File: config.mk
export PLATFORM = sky130hd
export DESIGN_NAME = ebus_ctrl
export DESIGN_NICKNAME = d
export VERILOG_FILES = /design/src/rtl/ebus_pkg.sv /design/src/rtl/ebus_wait_ctr.sv /design/src/rtl/ebus_pin_ctl.sv /design/src/rtl/ebus_ctrl.sv
export SDC_FILE = /design/constraint.sdc
export NUM_CORES = 1
export LEC_CHECK = 0
export BUFFER_PORTS_ARGS = -buffer_cell sky130_fd_sc_hd__clkbuf_2
export CAP_MARGIN = 5
export CORE_MARGIN = 3
export CORE_UTILIZATION = 45
export CTS_BUF_LIST = sky130_fd_sc_hd__clkbuf_4
export DETAILED_ROUTE_END_ITERATION = 10
export PLACE_DENSITY = 0.78
export SKIP_LAST_GASP = 1
export SLEW_MARGIN = 40
export SYNTH_ARGS = -nofsm -noshare
export SYNTH_HDL_FRONTEND = slang
export SYNTH_SLANG_ARGS = --single-unit
File: constraint.sdc
create_clock -name clk_i -period 2.07 [get_ports clk_i]
set_input_delay 0.621 -clock clk_i [delete_from_list [all_inputs] [get_ports clk_i]]
set_output_delay 0.621 -clock clk_i [all_outputs]
set_load 0.005 [all_outputs]
File: src/rtl/ebus_pkg.sv
package ebus_pkg;
  typedef enum logic [2:0] {
    ST_IDLE  = 3'd0,
    ST_LEAD  = 3'd1,
    ST_SWAIT = 3'd2,
    ST_XWAIT = 3'd3,
    ST_HOLD  = 3'd4
  } ebus_st_e;

  localparam logic [1:0] SP_DATA = 2'd0;
  localparam logic [1:0] SP_PROG = 2'd1;
endpackage

File: src/rtl/ebus_wait_ctr.sv
module ebus_wait_ctr #(
  parameter int WSW = 3
) (
  input  logic           clk_i,
  input  logic           rst_ni,
  input  logic           load_i,
  input  logic [WSW-1:0] ws_i,
  input  logic           step_i,
  output logic           zero_o,
  output logic           last_o,
  output logic           rdy_en_o
);
  logic [WSW-1:0] ws_q, cnt_q;

  always_ff @(posedge clk_i or negedge rst_ni) begin
    if (!rst_ni) begin
      ws_q  <= '0;
      cnt_q <= '0;
    end else if (load_i) begin
      ws_q  <= ws_i;
      cnt_q <= ws_i;
    end else if (step_i) begin
      cnt_q <= cnt_q - 1'b1;
    end
  end

  assign zero_o   = (ws_q == '0);
  assign last_o   = (cnt_q == WSW'(1));
  assign rdy_en_o = (ws_q >= WSW'(2));

  assert_no_underflow_R5: assert property (@(posedge clk_i) disable iff (!rst_ni)
    step_i |-> (cnt_q != '0));
endmodule

File: src/rtl/ebus_pin_ctl.sv
module ebus_pin_ctl (
  input  logic       active_i,
  input  logic [1:0] sp_i,
  input  logic       wr_i,
  input  logic       hold_gnt_i,
  input  logic       off_ni,
  output logic       ds_n_o,
  output logic       ps_n_o,
  output logic       is_n_o,
  output logic       mstrb_n_o,
  output logic       iostrb_n_o,
  output logic       rw_o,
  output logic       bus_oe_o,
  output logic       data_oe_o,
  output logic       aux_oe_o
);
  import ebus_pkg::*;
  logic io_sp;

  assign io_sp      = sp_i[1];
  assign ds_n_o     = !(active_i && sp_i == SP_DATA);
  assign ps_n_o     = !(active_i && sp_i == SP_PROG);
  assign is_n_o     = !(active_i && io_sp);
  assign mstrb_n_o  = !(active_i && !io_sp);
  assign iostrb_n_o = !(active_i && io_sp);
  assign rw_o       = !(active_i && wr_i);
  assign bus_oe_o   = off_ni && !hold_gnt_i;
  assign data_oe_o  = bus_oe_o && active_i && wr_i;
  assign aux_oe_o   = off_ni;
endmodule

File: src/rtl/ebus_ctrl.sv
module ebus_ctrl #(
  parameter int AW  = 16,
  parameter int DW  = 16,
  parameter int WSW = 3
) (
  input  logic           clk_i,
  input  logic           rst_ni,
  input  logic           off_ni,
  input  logic           req_i,
  input  logic [1:0]     space_i,
  input  logic           wr_i,
  input  logic [AW-1:0]  addr_i,
  input  logic [DW-1:0]  wdata_i,
  input  logic [WSW-1:0] ws_i,
  output logic           busy_o,
  output logic           done_o,
  output logic [DW-1:0]  rdata_o,
  output logic [AW-1:0]  bus_addr_o,
  output logic [DW-1:0]  bus_wdata_o,
  input  logic [DW-1:0]  bus_rdata_i,
  output logic           ds_n_o,
  output logic           ps_n_o,
  output logic           is_n_o,
  output logic           mstrb_n_o,
  output logic           iostrb_n_o,
  output logic           rw_o,
  input  logic           ready_i,
  output logic           msc_n_o,
  input  logic           hold_i,
  output logic           holda_o,
  output logic           bus_oe_o,
  output logic           data_oe_o,
  output logic           aux_oe_o
);
  import ebus_pkg::*;

  ebus_st_e      state_q, state_d;
  logic [1:0]    sp_q;
  logic          wr_q, done_q;
  logic [AW-1:0] addr_q;
  logic [DW-1:0] wdata_q, rdata_q;
  logic          accept, complete, active;
  logic          ws_zero, ws_last, rdy_en, step;

  assign accept = (state_q == ST_IDLE) && !hold_i && req_i;
  assign active = (state_q == ST_LEAD) || (state_q == ST_SWAIT) || (state_q == ST_XWAIT);
  assign step   = (state_q == ST_SWAIT) && !ws_last;

  always_comb begin
    state_d  = state_q;
    complete = 1'b0;
    unique case (state_q)
      ST_IDLE:  if (hold_i) state_d = ST_HOLD;
                else if (req_i) state_d = ST_LEAD;
      ST_LEAD:  if (ws_zero) begin
                  complete = 1'b1;
                  state_d  = ST_IDLE;
                end else state_d = ST_SWAIT;
      ST_SWAIT: if (ws_last) begin
                  if (rdy_en && !ready_i) state_d = ST_XWAIT;
                  else begin
                    complete = 1'b1;
                    state_d  = ST_IDLE;
                  end
                end
      ST_XWAIT: if (ready_i) begin
                  complete = 1'b1;
                  state_d  = ST_IDLE;
                end
      ST_HOLD:  if (!hold_i) state_d = ST_IDLE;
      default:  state_d = ST_IDLE;
    endcase
  end

  always_ff @(posedge clk_i or negedge rst_ni) begin
    if (!rst_ni) begin
      state_q <= ST_IDLE;
      sp_q    <= '0;
      wr_q    <= 1'b0;
      addr_q  <= '0;
      wdata_q <= '0;
      done_q  <= 1'b0;
      rdata_q <= '0;
    end else begin
      state_q <= state_d;
      done_q  <= complete;
      if (accept) begin
        sp_q    <= space_i;
        wr_q    <= wr_i;
        addr_q  <= addr_i;
        wdata_q <= wdata_i;
      end
      if (complete && !wr_q) rdata_q <= bus_rdata_i;
    end
  end

  ebus_wait_ctr #(.WSW(WSW)) u_wait (
    .clk_i    (clk_i),
    .rst_ni   (rst_ni),
    .load_i   (accept),
    .ws_i     (ws_i),
    .step_i   (step),
    .zero_o   (ws_zero),
    .last_o   (ws_last),
    .rdy_en_o (rdy_en)
  );

  ebus_pin_ctl u_pins (
    .active_i   (active),
    .sp_i       (sp_q),
    .wr_i       (wr_q),
    .hold_gnt_i (holda_o),
    .off_ni     (off_ni),
    .ds_n_o     (ds_n_o),
    .ps_n_o     (ps_n_o),
    .is_n_o     (is_n_o),
    .mstrb_n_o  (mstrb_n_o),
    .iostrb_n_o (iostrb_n_o),
    .rw_o       (rw_o),
    .bus_oe_o   (bus_oe_o),
    .data_oe_o  (data_oe_o),
    .aux_oe_o   (aux_oe_o)
  );

  assign busy_o      = (state_q != ST_IDLE) || hold_i;
  assign done_o      = done_q;
  assign rdata_o     = rdata_q;
  assign bus_addr_o  = addr_q;
  assign bus_wdata_o = wdata_q;
  assign msc_n_o     = (state_q != ST_SWAIT);
  assign holda_o     = (state_q == ST_HOLD);

  assert_one_sel_R2: assert property (@(posedge clk_i) disable iff (!rst_ni)
    $countones({ds_n_o, ps_n_o, is_n_o}) >= 2);
  assert_strobe_excl_R3: assert property (@(posedge clk_i) disable iff (!rst_ni)
    !(!mstrb_n_o && !iostrb_n_o));
  assert_rw_in_access_R4: assert property (@(posedge clk_i) disable iff (!rst_ni)
    !rw_o |-> !(ds_n_o && ps_n_o && is_n_o));
  assert_done_pulse_R5: assert property (@(posedge clk_i) disable iff (!rst_ni)
    done_o |=> !done_o);
  assert_xwait_gate_R7: assert property (@(posedge clk_i) disable iff (!rst_ni)
    (state_q == ST_XWAIT) |-> rdy_en);
  assert_msc_idle_R8: assert property (@(posedge clk_i) disable iff (!rst_ni)
    (ds_n_o && ps_n_o && is_n_o) |-> msc_n_o);
  assert_grant_between_R9: assert property (@(posedge clk_i) disable iff (!rst_ni)
    $rose(holda_o) |-> $past(state_q == ST_IDLE));
  assert_hold_release_R9: assert property (@(posedge clk_i) disable iff (!rst_ni)
    holda_o |-> !bus_oe_o);
  assert_busy_hold_R10: assert property (@(posedge clk_i) disable iff (!rst_ni)
    holda_o |-> busy_o);
  assert_off_R11: assert property (@(posedge clk_i) disable iff (!rst_ni)
    !off_ni |-> (!aux_oe_o && !data_oe_o));
endmodule

; After elaboration in Yosys (flattened, before gate mapping)
; Index checks and enable logic that the tools add are counted.
[totals]
output_inout_bits = 61
regBits = 61
wordCells = 70
inputBits = 60
[classes]
n_eq_ne = 11
magnitude_cmp = 1
addsub = 1
mux = 15
n_reduce_logical = 33
[ops]
columns = operator, n
row1 = $mux W3, 7
row2 = $pmux W3 S5, 1
row3 = $logic_and A1 B1 Y1, 13
row4 = $logic_not A1 Y1, 11
row5 = $eq A3 B1 Y1 const B, 2
row6 = $eq A3 B2 Y1 const B, 2
row7 = $logic_not A3 Y1, 2
row8 = $ne A2 B2 Y1 const B, 3
row9 = $mux W1, 4
row10 = $mux W2, 2
row11 = $reduce_and A4 Y1, 1
row12 = $eq A3 B3 Y1 const B, 1
row13 = $ge A3 B2 Y1 const B, 1
row14 = $logic_or A1 B1 Y1, 3
row15 = $ne A3 B2 Y1 const B, 1
row16 = $ne A3 B3 Y1 const B, 1
row17 = $pmux W1 S3, 1
row18 = $reduce_bool A3 Y1, 1
row19 = $sub A3 B1 Y3 const B, 1
row20 = $eq A2 B1 Y1 const B, 1
row21 = $logic_not A2 Y1, 1
row22 = $reduce_bool A2 Y1, 1

; Depth between registers and ports, before layout
[logic_depth]
depth_word = 6
mapped_depth = 7
mapped_depth_nobuf = 6

; Hierarchy
; Synthesis repeated with hierarchy kept, for this count alone.
[hier_totals]
hier_cells = 183
area_unflattened_um2 = 2711.4
[modules_own_cells]
columns = mod, instances, cells_each, seq_area_each_um2, area_per_inst_um2
row1 = ebus_ctrl, 1, 145, 1376.3, 2314.7
row2 = ebus_wait_ctr, 1, 29, 150.1, 332.8
row3 = ebus_pin_ctl, 1, 9, 0.0, 63.8

; Least setup slack after synthesis
; No wires, ideal clock.
[synth_timing]
kind = register to register
start = register u_wait.cnt_q[1]
end = register rdata_q[10], in the netlist rdata_o[10]
slack_ns = 0.179
required_time_ns = 1.945
setup_time_ns = 0.125
path_buffers = 1
path_stages_with_launch = 8
arrival_time_ns = 1.765
period_less_slack_ns = 1.891
path_cell_list = dfrtp_1 inv_1 ha_1 nor2b_1 nor2_1 o32ai_4 buf_12 mux2_4
[synth_between]
elab_chain_len = 4
[synth_lines]
columns = item, line
row1 = start: declaration, ebus_wait_ctr.sv:13  ; logic [WSW-1:0] ws_q, cnt_q;
row2 = start signal: assignment, ebus_wait_ctr.sv:21  ; cnt_q <= ws_i;
row3 = start signal: assignment, ebus_wait_ctr.sv:23  ; cnt_q <= cnt_q - 1'b1;
row4 = $eq A3 B1 Y1, ebus_wait_ctr.sv:28  ; assign last_o = (cnt_q == WSW'(1));
row5 = $mux W1, ebus_ctrl.sv:59  ; ST_SWAIT: if (ws_last) begin
row6 = $pmux W1 S3, ebus_ctrl.sv:52  ; unique case (state_q)
row7 = $logic_and A1 B1 Y1, ebus_ctrl.sv:93  ; if (complete && !wr_q) rdata_q <= bus_rdata_i;
row8 = end signal: assignment, ebus_ctrl.sv:93
row9 = end: declaration, ebus_ctrl.sv:41  ; logic [DW-1:0] wdata_q, rdata_q;
; No other way between the ends.
; A chain may end at the register's enable or synchronous reset.

; Worst setup path after layout
[layout_timing]
start = register state_q[0]
end = output port ds_n_o
[layout_between]
elab_chain_len = 5
elab_cells_between_ends = 7
cone_classes = 3 x eq/ne / 4 x reduce/logical
[layout_lines]
columns = item, line
row1 = start: declaration, ebus_ctrl.sv:37  ; ebus_st_e state_q, state_d;
row2 = start signal: assignment, ebus_ctrl.sv:85  ; state_q <= state_d;
row3 = $eq A3 B1 Y1 or $eq A3 B2 Y1 (tied branches), ebus_ctrl.sv:46  ; assign active = (state_q == ST_LEAD) || (state_q == ST_SWAIT) || (state_q == ST_XWAIT);
row4 = $logic_or A1 B1 Y1, ebus_ctrl.sv:46
row5 = $logic_or A1 B1 Y1 *, ebus_ctrl.sv:46
row6 = $logic_and A1 B1 Y1 *, ebus_pin_ctl.sv:21  ; assign ds_n_o = !(active_i && sp_i == SP_DATA);
row7 = $logic_not A1 Y1 *, ebus_pin_ctl.sv:21
row8 = end: declaration, ebus_ctrl.sv:21  ; output logic ds_n_o,
; Every way passes the cells marked *; elsewhere a longest branch is shown, timed or not.

==> results.sh <==
export IMPL_run_status="finished, violations left"
export IMPL_violations="setup timing"
export IMPL_finalSetupViolCount=2
export IMPL_clock_sink_count=61
export IMPL_initial_core_utilization=0.4830
export IMPL_internal_power_w=0.002905
export IMPL_endpoint_kind="output pin"
export IMPL_worst_path_max_fanout=4
export IMPL_filler_cell_count=473
export IMPL_total_chip_power_w=0.004442
export IMPL_rows=26
export IMPL_global_route_overflow_total=0
export IMPL_power_share_combinational=0.377
export IMPL_synth_avg_cell_area_sq_um=10.29
export IMPL_synth_compound_area_frac=0.02833
export IMPL_r2r_cells=6
export IMPL_antenna_found_initial=0
export IMPL_grt_total_usage=0.1937
export IMPL_final_period_utilization=1.038
export IMPL_clock_power_share=0.150
export IMPL_r2r_setup_slack_ns=0.19
export IMPL_grt_setup_unrepaired="true"
export IMPL_yosys_area_share_xor_xnor=0.006839
export IMPL_initialDrtViolationCount=47
export IMPL_place_port_buffers=120
export IMPL_p_switching_w=0.001536
export IMPL_cts_path_max_buffers=2
export IMPL_synthToLayoutAreaGrowth_pct=34.78
export IMPL_startpoint_of_the_worst_slack_reg_to_reg_timing_path="state_q[2]"
export IMPL_dpl_hpwl_mm=4.583
export IMPL_maximum_clock_frequency_ghz=0.4653
export IMPL_floorplan_core_area_sq_um=5303
export IMPL_critical_path_class="reg -> out"
export IMPL_place_congestion=0.7577
export IMPL_clock_skew_final_ns=0.01901
export IMPL_yosysUniqueCellTypes=30
export IMPL_drt_pass1_iter_count=4
export IMPL_clock_latency_ns=0.40
export IMPL_ys_seq_area_frac=0.5960
export IMPL_detail_route_drc_violations=0
export IMPL_worstSetupStartpointType="register"
export IMPL_hold_buf_cts=0
export IMPL_static_leakage_power_nw=1.910
export IMPL_totalWireLength_mm=6.092
export IMPL_cts_tree="yes"
export IMPL_report_final_hold_viol_count=0
export IMPL_slew_viol_final=0
export IMPL_min_delay_path_class="in -> async"
export IMPL_synthesized_nets=311
export IMPL_synth_simple_gate_area_share=0.2320
export IMPL_postPlaceCellArea_sq_um=3274
export IMPL_post_route_cell_area_sq_um=3452
export IMPL_vias_in_the_first_global_route=2076
export IMPL_setup_worst_path_start="state_q[0]"
export IMPL_synth_top_family_by_area="simple AND/OR/NAND/NOR gates"
export IMPL_post_synth_main_area_contributors="sky130_fd_sc_hd__dfrtp_1 (60%), sky130_fd_sc_hd__nand2_1 (17%), sky130_fd_sc_hd__mux2_4 (5.9%)"
export IMPL_max_vdd_ir_drop_mv=0.6824
export IMPL_netlist_area_sq_um=2561
export IMPL_syn_inst=249
export IMPL_synth_area_mux_share=0.08940
export IMPL_sequentialPowerShare=0.473
export IMPL_cap_viol_max_count=0
export IMPL_sw_frac_of_total=0.3459
export IMPL_largest_net_degree_at_the_start_of_global_routing=30
export IMPL_clockRootBuffer="sky130_fd_sc_hd__clkbuf_4"
export IMPL_timing_critical_path_arrival_ns=1.53
export IMPL_endpoint="ds_n_o"
export IMPL_period_needed_ns=2.149
export IMPL_design_portCount=121
export IMPL_worst_slew_pin_transition_ns=0.5211
export IMPL_clock_tree_htree_level_count=3
export IMPL_drive_gt1_frac=0.4597
export IMPL_timing_max_slew_rel_slack=0.6526
export IMPL_routed_via_count=2128
export IMPL_detail_route_vias_per_cell=4.677
export IMPL_antenna_cells_inserted=0
export IMPL_dieHeight_um=81.44
export IMPL_synth_largest_area_cell="sky130_fd_sc_hd__dfrtp_1"
export IMPL_clk_pin_slew_worst_paths_ns=0.11
export IMPL_synth_ff_latch_count=61
export IMPL_setup_slack_ns=-0.07929
export IMPL_yosysWarningCount=0
export IMPL_tritoncts_num_buffers=9
export IMPL_detail_route_wl_per_cell_um=13.39
export IMPL_die_w_um=81.44
export IMPL_yosys_area_share_adder=0.009770
export IMPL_power_density_nw_per_um2=1287
export IMPL_post_synth_top_area_fraction=0.5960
export IMPL_route_antenna_remaining_nets=0
export IMPL_die_area_sq_um=6632
export IMPL_required_ns=1.45
export IMPL_rr_endpoint="rdata_o[2]"
export IMPL_design_final_nets=442
export IMPL_wire_length_of_the_first_global_routing_pass_mm=9.625
[layout by cell type (no fill, tap or decap), drive strengths merged]
cell type / n
a21oi: 2
and2: 3
and3: 1
buf: 13
clkbuf: 130
clkinv: 5
clkinvlp: 1
dfrtp: 61
ha: 2
inv: 3
mux2: 17
nand2: 117
nand2b: 1
nand3: 1
nand3b: 1
nor2: 5
nor2b: 2
nor3: 3
nor4: 1
nor4b: 1
o21ai: 4
o31ai: 2
o32ai: 1
or2: 4
or3: 1
or3b: 1
xnor2: 2
[worst min-delay path by stage]
stage,from,cells past startpoint,slack (ns),to
floorplan,rst_ni,0,0.33,bus_addr_o[0]
global placement,bus_addr_o[13],2,0.46,bus_addr_o[13]
detailed placement,bus_wdata_o[5],2,0.46,bus_wdata_o[5]
CTS,rst_ni,1,0.18,bus_wdata_o[10]
global route,rst_ni,1,0.18,bus_wdata_o[10]
finish,rst_ni,1,0.17,bus_wdata_o[10]
[repair_timing]
action                                  4_1_cts  5_1_grt
pin swaps                                     1        2
buffers inserted                              5        0
endpoints found under the setup margin        6       10
resized for setup                             5        4
[through the flow]
stage               cells  TNS [ns]  hold slack (ns)  setup WS [ns]    util
finish                455   -0.1207           0.1667       -0.07929  0.6510
global route          455   -0.3928           0.1775        -0.1400  0.6510
CTS                   455   -0.1395           0.1823       -0.08418  0.6484
detailed placement    434         0           0.4628         0.1408  0.6175
global placement      434         0           0.4576         0.1960  0.6175
floorplan             249         0           0.3254         0.1794       -
[power by group through the flow]
stage	logic [W]	registers [W]	clock network (W)
4_1_cts	0.00169	0.00210	0.000693
3_5_place_dp	0.00161	0.00212	0
6_report	0.00167	0.00210	0.000667
5_1_grt	0.00189	0.00217	0.000742
3_3_place_gp	0.00155	0.00211	0
2_1_floorplan	0.000802	0.00212	0
[critical path, cell delays in order, from the launching register on]
cell and delay [ns]:
sky130_fd_sc_hd__dfrtp_1 0.39, sky130_fd_sc_hd__nor2_2 0.07, sky130_fd_sc_hd__or3_4 0.34, sky130_fd_sc_hd__or2_4 0.23
sky130_fd_sc_hd__clkbuf_2 0.11
[cell usage after synthesis (all sizes together)]
| library cell | n |
|---|---|
| nand2b | 1 |
| and2 | 3 |
| dfrtp | 61 |
| nand3b | 1 |
| nor2b | 2 |
| buf | 8 |
| a21oi | 2 |
| nand3 | 1 |
| xnor2 | 2 |
| clkbuf | 5 |
| nor2 | 5 |
| o21ai | 4 |
| nor4 | 1 |
| mux2 | 17 |
| or3b | 1 |
| nand2 | 117 |
| ha | 2 |
| and3 | 1 |
| o32ai | 1 |
| inv | 3 |
| or2 | 4 |
| nor3 | 3 |
| o31ai | 2 |
| nor4b | 1 |
| or3 | 1 |
[cell type report]
class	count	area, sq um	share of cell area
tap	70	87.58	0.02537
sequential	61	1528	0.4426
timing repair buffer	133	752.0	0.2178
clock inverter	6	30.03	0.008699
inverter	3	11.26	0.003262
multi-input combinational	172	968.4	0.2805
clock buffer	10	75.07	0.02175
[cells by family (layout without fill, tap and decap cells)]
| kind of cell | after synthesis | in the layout |
|---|---|---|
| simple gates | 142 | 142 |
| flops | 61 | 61 |
| mux | 17 | 17 |
| buf+inv | 16 | 152 |
| compound gates | 9 | 9 |
| fa+ha+maj | 2 | 2 |
| xor+xnor | 2 | 2 |
[flip-flops by register name (all words and copies together) (netlist names)]
name and cells:
bus_addr_o 16, u_wait.ws_q 3, done_o 1, sp_q 2, state_q 3, wr_q 1, rdata_o 16, bus_wdata_o 16
u_wait.cnt_q 3
[metal layers]
metal	part of all wire	vias up	GRT usage
met5	0	-	0
met4	0.016	0	0.07095
met3	0.066	9	0.05373
met2	0.52	74	0.3241
met1	0.40	991	0.2400
li1	-	1054	-
Power figures use the tool's default switching activity.
